<file path="config.mk">
export PLATFORM = sky130hd
export DESIGN_NAME = vpf_arbiter
export DESIGN_NICKNAME = d
export VERILOG_FILES = /design/src/rtl/vpf_pkg.sv /design/src/rtl/vpf_fifo.sv /design/src/rtl/vpf_addr_gen.sv /design/src/rtl/vpf_arb_fsm.sv /design/src/rtl/vpf_arbiter.sv
export SDC_FILE = /design/constraint.sdc
export NUM_CORES = 1
export LEC_CHECK = 0
export BUFFER_PORTS_ARGS = -buffer_cell sky130_fd_sc_hd__buf_4
export CORE_MARGIN = 2
export CORE_UTILIZATION = 61
export CTS_BUF_LIST = sky130_fd_sc_hd__clkbuf_2 sky130_fd_sc_hd__clkbuf_4 sky130_fd_sc_hd__clkbuf_8
export DETAILED_ROUTE_END_ITERATION = 8
export PLACE_DENSITY = 0.83
export SYNTH_ARGS = -nofsm -noshare
export SYNTH_HDL_FRONTEND = slang
export SYNTH_SLANG_ARGS = --single-unit
export TNS_END_PERCENT = 1
</file>
<file path="constraint.sdc">
create_clock -name clk -period 5.5 [get_ports clk]
set_clock_uncertainty 0.2 [all_clocks]
set_input_delay 0.55 -clock clk [delete_from_list [all_inputs] [get_ports clk]]
set_output_delay 0.55 -clock clk [all_outputs]
set_load 0.005 [all_outputs]
</file>
<file path="src/rtl/vpf_pkg.sv">
package vpf_pkg;
    typedef enum logic [0:0] {
        ST_FETCH = 1'b0,
        ST_CPU   = 1'b1
    } vpf_state_e;
endpackage

</file>
<file path="src/rtl/vpf_fifo.sv">
module vpf_fifo #(
    parameter int DW    = 8,
    parameter int DEPTH = 16,
    parameter int LW    = $clog2(DEPTH + 1)
) (
    input  logic          clk,
    input  logic          rst,
    input  logic          flush,
    input  logic          push,
    input  logic [DW-1:0] push_data,
    input  logic          pop,
    output logic [DW-1:0] head,
    output logic [LW-1:0] level,
    output logic          full,
    output logic          empty
);
    localparam int PW = (DEPTH > 1) ? $clog2(DEPTH) : 1;
    localparam logic [PW-1:0] PTR_LAST = PW'(DEPTH - 1);

    logic [DW-1:0] store [DEPTH];
    logic [PW-1:0] wr_q, rd_q;
    logic [LW-1:0] level_q;

    always_ff @(posedge clk) begin
        if (rst || flush) begin
            wr_q    <= '0;
            rd_q    <= '0;
            level_q <= '0;
        end else begin
            if (push) wr_q <= (wr_q == PTR_LAST) ? '0 : wr_q + 1'b1;
            if (pop)  rd_q <= (rd_q == PTR_LAST) ? '0 : rd_q + 1'b1;
            level_q <= level_q + LW'(push) - LW'(pop);
        end
    end

    always_ff @(posedge clk) begin
        if (push && !flush) store[wr_q] <= push_data;
    end

    assign head  = store[rd_q];
    assign level = level_q;
    assign full  = (level_q == LW'(DEPTH));
    assign empty = (level_q == '0);

    AST_LEVEL_BOUND: assert property (@(posedge clk) disable iff (rst)
        level_q <= LW'(DEPTH));
    AST_NO_POP_EMPTY: assert property (@(posedge clk) disable iff (rst)
        pop |-> !empty);
endmodule

</file>
<file path="src/rtl/vpf_addr_gen.sv">
module vpf_addr_gen #(
    parameter int AW = 10
) (
    input  logic          clk,
    input  logic          rst,
    input  logic [AW-1:0] base,
    input  logic          reload,
    input  logic          advance,
    output logic [AW-1:0] addr
);
    logic [AW-1:0] addr_q;

    always_ff @(posedge clk) begin
        if (rst || reload)  addr_q <= base;
        else if (advance)   addr_q <= addr_q + 1'b1;
    end

    assign addr = addr_q;
endmodule

</file>
<file path="src/rtl/vpf_arb_fsm.sv">
module vpf_arb_fsm
    import vpf_pkg::*;
#(
    parameter int CPU_CYCLES = 2,
    parameter int LW         = 5
) (
    input  logic          clk,
    input  logic          rst,
    input  logic          cpu_req,
    input  logic [LW-1:0] level,
    input  logic [LW-1:0] thresh,
    input  logic          fifo_full,
    input  logic          vb_rise,
    output logic          cpu_sel,
    output logic          cpu_last,
    output logic          fill
);
    localparam int CW = (CPU_CYCLES > 1) ? $clog2(CPU_CYCLES) : 1;
    localparam logic [CW-1:0] CNT_LAST = CW'(CPU_CYCLES - 1);

    vpf_state_e    state_q, state_d;
    logic [CW-1:0] cnt_q, cnt_d;

    always_ff @(posedge clk) begin
        if (rst) begin
            state_q <= ST_FETCH;
            cnt_q   <= '0;
        end else begin
            state_q <= state_d;
            cnt_q   <= cnt_d;
        end
    end

    always_comb begin
        state_d  = state_q;
        cnt_d    = cnt_q;
        cpu_sel  = 1'b0;
        cpu_last = 1'b0;
        fill     = 1'b0;
        unique case (state_q)
            ST_FETCH: begin
                if (cpu_req && (level >= thresh)) begin
                    cpu_sel = 1'b1;
                    if (CPU_CYCLES == 1) begin
                        cpu_last = 1'b1;
                    end else begin
                        state_d = ST_CPU;
                        cnt_d   = CW'(1);
                    end
                end else begin
                    fill = !fifo_full && !vb_rise;
                end
            end
            ST_CPU: begin
                cpu_sel = 1'b1;
                if (cnt_q == CNT_LAST) begin
                    cpu_last = 1'b1;
                    state_d  = ST_FETCH;
                    cnt_d    = '0;
                end else begin
                    cnt_d = cnt_q + 1'b1;
                end
            end
            default: state_d = ST_FETCH;
        endcase
    end

    AST_CPU_STATE_ORIGIN: assert property (@(posedge clk) disable iff (rst)
        (state_q == ST_CPU && cnt_q == CW'(1)) |-> $past(cpu_req));
endmodule

</file>
<file path="src/rtl/vpf_arbiter.sv">
module vpf_arbiter
    import vpf_pkg::*;
#(
    parameter int DW         = 8,
    parameter int AW         = 10,
    parameter int DEPTH      = 16,
    parameter int CPU_CYCLES = 2,
    parameter int LW         = $clog2(DEPTH + 1)
) (
    input  logic          clk,
    input  logic          rst,
    input  logic [LW-1:0] cfg_thresh,
    input  logic [AW-1:0] frame_base,
    input  logic          cpu_req,
    input  logic          cpu_we,
    input  logic [AW-1:0] cpu_addr,
    input  logic [DW-1:0] cpu_wdata,
    output logic          cpu_ready,
    output logic [DW-1:0] cpu_rdata,
    input  logic          vid_active,
    input  logic          vid_vblank,
    input  logic          pix_pop,
    output logic [DW-1:0] pix_data,
    output logic          underrun,
    output logic [AW-1:0] mem_addr,
    output logic          mem_re,
    output logic          mem_we,
    output logic [DW-1:0] mem_wdata,
    input  logic [DW-1:0] mem_rdata
);
    logic          vblank_q, vb_rise;
    logic          underrun_q;
    logic          fill, cpu_sel, cpu_last;
    logic          fifo_full, fifo_empty, pop_ok;
    logic [LW-1:0] fifo_level;
    logic [AW-1:0] fetch_addr;

    always_ff @(posedge clk) begin
        if (rst) begin
            vblank_q   <= 1'b0;
            underrun_q <= 1'b0;
        end else begin
            vblank_q <= vid_vblank;
            if (pix_pop && vid_active && fifo_empty) underrun_q <= 1'b1;
        end
    end

    assign vb_rise = vid_vblank && !vblank_q;
    assign pop_ok  = pix_pop && vid_active && !fifo_empty;

    vpf_arb_fsm #(.CPU_CYCLES(CPU_CYCLES), .LW(LW)) i_fsm (
        .clk      (clk),
        .rst      (rst),
        .cpu_req  (cpu_req),
        .level    (fifo_level),
        .thresh   (cfg_thresh),
        .fifo_full(fifo_full),
        .vb_rise  (vb_rise),
        .cpu_sel  (cpu_sel),
        .cpu_last (cpu_last),
        .fill     (fill)
    );

    vpf_fifo #(.DW(DW), .DEPTH(DEPTH), .LW(LW)) i_fifo (
        .clk      (clk),
        .rst      (rst),
        .flush    (vb_rise),
        .push     (fill),
        .push_data(mem_rdata),
        .pop      (pop_ok),
        .head     (pix_data),
        .level    (fifo_level),
        .full     (fifo_full),
        .empty    (fifo_empty)
    );

    vpf_addr_gen #(.AW(AW)) i_addr (
        .clk    (clk),
        .rst    (rst),
        .base   (frame_base),
        .reload (vb_rise),
        .advance(fill),
        .addr   (fetch_addr)
    );

    assign mem_addr  = cpu_sel ? cpu_addr : fetch_addr;
    assign mem_re    = fill || (cpu_sel && !cpu_we);
    assign mem_we    = cpu_sel && cpu_we;
    assign mem_wdata = cpu_wdata;
    assign cpu_ready = cpu_sel && cpu_last;
    assign cpu_rdata = mem_rdata;
    assign underrun  = underrun_q;

    AST_NO_OVERFLOW: assert property (@(posedge clk) disable iff (rst)
        fifo_full |-> !fill);
    AST_GRANT_COVERED: assert property (@(posedge clk) disable iff (rst)
        (cpu_sel && !$past(cpu_sel)) |-> (fifo_level >= cfg_thresh));
    AST_UNDERRUN_STICKY: assert property (@(posedge clk) disable iff (rst)
        underrun |=> underrun);
    AST_FLUSH_EMPTIES: assert property (@(posedge clk) disable iff (rst)
        vb_rise |=> (fifo_level == '0));
endmodule

</file>
# Word-level counts from Yosys, hierarchy flattened
# Memory sizes are Yosys's and may differ from the RTL's. A register that Yosys moved wholly into a read port is not among the register bits.
# Cells that the tools add are included.
# word_totals
register_bits	27
word_cells	60
ramBits	128
memories	1
out_inout_bits	38
inputBits	48
# memory_table
name	depth	width	rd	rd_ports_with_merged_regs	write_ports	line	rtl
i_fifo.store	16	8	1	1	1	vpf_fifo.sv:20	logic [DW-1:0] store [DEPTH];
# op_classes
mux	20
n_addsub	6
n_lt_le_gt_ge	1
n_eq_ne	4
reduce_logical	19
n_bitwise	1
# op_table
op	n
10-bit two-way mux	3
4-bit two-way mux	4
10-bit by 1-bit adder with 10-bit output (second input constant)	1
1-bit logical AND	10
1-bit two-way mux	10
4-bit by 1-bit adder with 4-bit output (second input constant)	2
4-bit == test (second input constant)	2
1-bit case mux with 2 select lines	3
5-bit by 1-bit adder with 5-bit output	1
5-bit == test (second input constant)	1
5-bit >= comparator	1
1-bit logical NOT	5
5-bit logical NOT	1
5-bit by 1-bit subtractor with 5-bit output	1
1-bit logical OR	2
2-bit by 1-bit != test with 1-bit output (second input constant)	1
2-bit nonzero test	1
1-bit adder (second input constant)	1
1-bit NOT	1

# Depth between registers and ports, before layout
# Gate-level depths: netlist (run 1).
# logic_depth
ltp_word	9
depth_mapped	15
mapped_depth_nobuf	14

# Modules after synthesis
# Synthesis (run 1) repeated with hierarchy kept, for this count alone.
# hier_totals
hier_cells	426
hier_area_um2	6981.7
# by_module_without_submodules
mod	area_each_um2	cells_per_inst	seq_area_each_um2	instances
vpf_fifo	5809.3	305	4184.0	1
vpf_addr_gen	580.6	56	300.3	1
vpf_arbiter	367.9	39	40.0	1
vpf_arb_fsm	224.0	26	40.0	1

# Worst setup path after synthesis (run 1)
# Ideal clock, no wire load.
# synth_path
path_kind	input -> register
startpoint	in cfg_thresh[4]
endpoint	mem i_fifo.store[3][0] (enable)
n_path_buf	1
slack_ns	2.616
t_required_ns	4.917
setup_ns	0.383
path_stages	8
t_arrival_ns	2.301
path_cell_list	inv_1 > ha_1 > a21o_1 > a21oi_1 > o21a_1 > buf_2 > nand3_1 > nor3_1
# synth_via
elab_chain_cells	7
# synth_lines
element	line	rtl
from (decl)	vpf_arbiter.sv:12	input logic [LW-1:0] cfg_thresh,
5-bit >= comparator	vpf_arb_fsm.sv:42	if (cpu_req && (level >= thresh)) begin
1-bit logical AND	vpf_arb_fsm.sv:42	
1-bit two-way mux	vpf_arb_fsm.sv:42	
1-bit two-way mux	vpf_arb_fsm.sv:40	unique case (state_q)
1-bit logical AND	vpf_fifo.sv:37	if (push && !flush) store[wr_q] <= push_data;
1-bit two-way mux	vpf_fifo.sv:37	
1-bit two-way mux (implied by the code)	vpf_fifo.sv:37	
to (decl)	vpf_fifo.sv:20	
# Every way passes these cells.

==> metrics, run 1 <==
maxcap violations 0; antenna diode count 0; top cells by area, synth edfxtp_1 60%, mux4_1 9.1%, dfxtp_1 6.1%, mux4_2 5.2%, ha_1 3.1%; multi-input combinational cell area 2040 sq um; Worst slew margin 10.5%; layout cells sized above 1 26.5%; Layout Nets 529; FMAX 275 MHz; DP HPWL 8830 microns; total gr overflow 0; Critical Setup Path Class flop to output pin; number of setup buffers added after CTS 0; CP required ~4.8 ns; Psw 0.000713 W; io pins 86; Vias 3685; Power Internal around 0.0022 W; Initial Utilization 63.0%; Rows 38; P_leak roughly 2.7 nW; Crit Path Max Fanout 32; Max Slew Vio Count 0; # setup viols final 0; maximum clock insertion buffer count 2; Synthesis Warnings 0; Worst-Margin Slew 1.33 ns; RSZ-0062 raised after global routing false; clk sinks between 150 and 200; TritonCTS Buffers 17; largest net degree at the start of global routing 33; Resized cells post-CTS 0; router iterations before antenna repair 5; number of H-tree levels 4; DRT antenna net count 0; Synth async-reset ratio 0%; Root Buffer clkbuf_8; Area growth, synth to finish 13.1%; IO Port Bufs 69; DRC violations left 0; Final Cycle Share 66.1%; CTS tree done; Comb pwr share 18.8%; Net Count, Synth 470; Seq pwr share 50.1%; average cell area after synthesis between 15 and 20 sq um; WL per Instance 21.7 microns; min-delay worst type input port to flop; EDFF count, synth 138; post-synth top area cell edfxtp_1; number of global-route vias before repair approximately 3700; Die Wd 110 microns; Yosys cell types 42; Power Dens Cells 370 nW/um^2; Sw Ratio approximately a quarter; Core Area around 11000 sq um; WL final 13300 microns; Peak VDD IR about 0.29 mV; via-per-instance ratio 5.99; Power Total 0.00288 W; sequential share of the synthesized area between 60% and 70%; initial detailed-routing violation count 416; Die Span Y 110 microns; Die Area 12200 sq um; clk_lat worst skew 0.45 ns; post-synth top area share 60.1%; Gate Count Post-Synth between 400 and 500; total negative slack 0 ns; clock-pin slew on the worst setup and hold paths 0.08 ns; register area around 4600 sq um; gr usage total 24.2%; clock power share 31.1%; CTS Hold Bufs 0; GPL Wtd Cong approximately 0.85; Seq cells post-synth between 150 and 200; Final Hold Vio Count 0; Arr. time, crit path 2.89 ns; first-pass GRT wire length around 21000 microns; predominant post-synthesis flop cell edfxtp_1; crit start category flop; Worst Setup End Kind output pin; Fill cells about 720; Final min period around 3.6 ns; Synth Cell Area 6890 sq um; status finished clean; initial antenna violation count 0
## metal layers
layer  up-vias  global-route usage (%)  part of all wire (%)
met5         -                       0                     0
met4         0                    10.1                   2.0
met3        26                    5.53                   6.0
met2       164                    39.7                    50
met1      1809                    31.7                    42
li1       1686                       -                     -
## Yosys cell counts (2+ instances only)
cell	n
edfxtp_1	138
nor2_1	26
mux4_1	24
nand2_1	23
dfxtp_1	21
ha_1	17
buf_4	16
inv_1	16
mux4_2	16
o21ai_0	12
mux2_2	9
nand3_1	9
a21oi_1	7
clkbuf_1	6
xnor2_1	6
xor2_1	6
nor3_1	5
a31oi_1	4
and2_1	4
a21o_1	3
buf_1	3
mux2i_1	3
nand2b_1	3
o21ai_1	3
or3_1	3
buf_2	2
buf_8	2
nand4_1	2
nor2b_1	2
## kinds of logic (layout without fill, tap and decap cells)
family | count (synthesis) | after routing | synth area share, %
mux | 53 | 53 | 16.4
xor+xnor | 12 | 12 | 1.52
fa+ha+maj | 18 | 18 | 3.38
flops | 159 | 159 | 66.2
compound gates | 35 | 35 | 3.00
buf+inv | 47 | 118 | 4.14
simple gates | 80 | 80 | 5.30
## per-stage QoR
step                std cells  hold WS, ns  utilization [%]  instance area, sq um  setup WS (ns)
finish                    615        0.111             71.3                  7790           1.86
CTS                       615       0.0832             71.3                  7790           1.81
global route              615       0.0956             71.3                  7790           1.76
global placement          584        0.237             67.5                  7380           2.03
detailed placement        584        0.242             67.5                  7380           1.87
floorplan                 404        0.221                -                  6890           2.62
## path summary, 6_finish.rpt
path                        start                 end  slack [ns]  cells past startpoint
setup / recovery             flop         pix_data[5]        1.86                      3
hold / removal                rst            underrun        0.11                      2
setup reg to reg  i_fifo.level[4]  i_fifo.store[3][3]        2.12                      6
hold reg to reg       i_fsm.cnt_q         i_fsm.cnt_q        0.25                      2
## power by group through the flow
stage / registers, W / clock network [W] / logic, W
final: 0.00144 / 0.000895 / 0.000543
after global placement: 0.00147 / 0 / 0.000524
after CTS: 0.00144 / 0.000911 / 0.000548
after detailed placement: 0.00147 / 0 / 0.000543
after floorplan: 0.00144 / 0 / 0.000376
after global routing: 0.00145 / 0.000953 / 0.000602
## area by class of cell
type,count,share of cell area [%]
inverter,16,0.770
timing repair buffer,71,6.84
tap,140,2.25
clock buffer,19,3.19
multi-input combinational,198,26.2
sequential,159,58.6
clock inverter,12,2.17
## flip-flops by register name (all words and copies together), names as in the netlist, named ones only
name and count:
i_fsm.cnt_q 1, i_fifo.wr_q 4, i_addr.addr 10, i_fsm.state_q 1
i_fifo.level 5, i_fifo.store 128, i_fifo.rd_q 4, underrun 1
vblank_q 1
## cells in the final DEF, fill, tap and decap left out, drive strengths merged, types with 2 or more instances in the layout
cell type / instances
nor3: 5
inv: 16
and2: 4
xor2: 6
clkbuf: 19
bufinv: 4
xnor2: 6
nand2: 23
nor2: 26
nand2b: 3
clkinvlp: 5
nor2b: 2
edfxtp: 138
mux2: 10
dfxtp: 21
a31oi: 4
o21ai: 15
buf: 71
ha: 17
nand3: 9
a21oi: 7
nand4: 2
mux4: 40
clkinv: 3
a21o: 3
or3: 3
mux2i: 3
## worst max-delay path: stages (launching register included)
cell and delay, ns:
dfxtp_2 1.01, mux4_1 0.73, mux4_2 0.51, buf_4 0.16
(Power assumes the default switching activity.)
==> run 2: changes to the inputs <==
Settings changed: CORE_UTILIZATION 61 to 54, PLACE_DENSITY 0.83 to 0.78.
Clock period 5.5 ns to 3.13 ns, I/O delays scaled along.
==> metrics, run 2 (synthesis gave the netlist of run 1 again) <==
clock-pin slew on the worst setup and hold paths 0.08 ns; maximum clock insertion buffer count 2; Worst slew margin 56.8%; Routed met3 length 761 microns; Power Total 0.00508 W; final non-filler cell total 694; layout cells sized above 1 29.9%; max layer used met4; Rows 41; max FFs per register 128; WL final ~13000 microns; Power Dens Cells between 600 and 700 nW/um^2; Core Area 12500 sq um; CTS tree done; Max Slew Vio Count 0; Crit Path Max Fanout 22; maxcap violations 0; DP HPWL 8820 microns; # setup viols final 0; Worst-Margin Slew 0.647 ns; largest net degree at the start of global routing 33; Critical Setup Path Class flop to output pin; post-route cell area 8240 sq um; clk_lat worst skew 0.44 ns; DR WL met2 6980 microns; number of setup buffers added after CTS 0; most common cell after layout, fill and taps aside edfxtp_1; initial detailed-routing violation count 404; initial antenna violation count 0; router iterations before antenna repair 5; clk sinks 159; number of H-tree levels 4; Worst Setup End Kind output pin; crit start category flop; Die Span Y 117 microns; gr usage total 20.9%; Initial Utilization 55.1%; DRT antenna net count 0; io pins 86; post-placement cell area roughly 7600 sq um; TritonCTS Buffers 17; Root Buffer clkbuf_8; Placed Cells 642; Final min period 2.96 ns; most flop-heavy register i_fifo.store; Metal-1 WL 5500 microns; Final Hold Vio Count 0; WL per Instance 19.3 microns; Arr. time, crit path 2.44 ns; Fill cells 898; min-delay worst type input port to flop; via-per-instance ratio ~5.5; P_leak 2.95 nW; number of global-route vias before repair 3919; WHS 0.0354 ns; Vias 3832; Area growth, synth to finish 19.6%; total negative slack 0 ns; RSZ-0062 raised after global routing false; Die Area 13700 sq um; first-pass GRT wire length slightly above 20000 microns; Final Cycle Share 94.4%; most frequent cells in the layout 138 x edfxtp_1, 96 x buf_4, 26 x nor2_1; GPL Wtd Cong 0.873; Peak VDD IR 0.477 mV; Layout Nets 575; FMAX 338 MHz; Die Wd 117 microns; status finished clean; DRC violations left 0; total gr overflow 0; antenna diode count 0; CP required 2.62 ns; IO Port Bufs 69
-- run 2: cell types whose count changed in the layout (fill, tap and decap cells not counted), moves of 2 or more --
cell,delta
clkinv_2,+3
dlygate4sd3_1,+20
clkbuf_4,-2
buf_4,+25
clkinv_4,+3
clkinvlp_4,-2
-- run 2: timing repair --
item / CTS / global route
hold buffers: 20 / 0
endpoints found under the hold margin: 142 / 0
endpoints found under the setup margin: 10 / 5
gates cloned: 0 / 0
gates resized for setup: 1 / 2
-- run 2: path summary, 6_finish.rpt --
check                  start         endpoint  slack, ns  depth (start not counted)
max                     flop      pix_data[0]       0.17                          4
min reg2reg      i_fsm.cnt_q      i_fsm.cnt_q       0.28                          2
min            frame_base[9]   i_addr.addr[9]       0.04                          3
max reg2reg  i_fifo.level[3]  i_fifo.level[4]       0.22                         13
-- run 2: stage by stage --
step / utilization [%] / setup WS [ns]
global route: 65.8 / 0.0769
global placement: 60.9 / 0.313
detailed placement: 60.9 / 0.166
finish: 65.8 / 0.174
floorplan: - / 0.483
CTS: 65.8 / 0.0162
-- run 2: metal layers --
layer	up-vias	GRT usage, %
met1	1909	26.3
met2	130	35.5
met3	13	5.36
li1	1780	-
met4	0	7.29
met5	-	0
-- run 2: cell type report --
class	count	area [sq um]	share of cell area, %
Multi-Input combinational cell	198	2050	24.9
Inverter	16	60.1	0.729
Clock buffer	17	234	2.84
Sequential cell	159	4570	55.4
Clock inverter	15	170	2.06
Timing Repair Buffer	117	941	11.4
Tap cell	172	215	2.61
-- run 2: report_power, final --
| group | internal, W | switching, W | leakage [nW] |
|---|---|---|---|
| sequential | 0.00243 | 0.0000868 | 1.43 |
| clock | 0.000783 | 0.000732 | 0.197 |
| combinational | 0.000557 | 0.000486 | 1.32 |
| total | 0.00377 | 0.00131 | 2.95 |
-- run 2: worst max-delay path, cell delays in order (launching register included) --
cell     delay (ns)
dfxtp_4        0.49
buf_12         0.24
mux4_1         0.59
mux4_2         0.52
buf_4          0.16
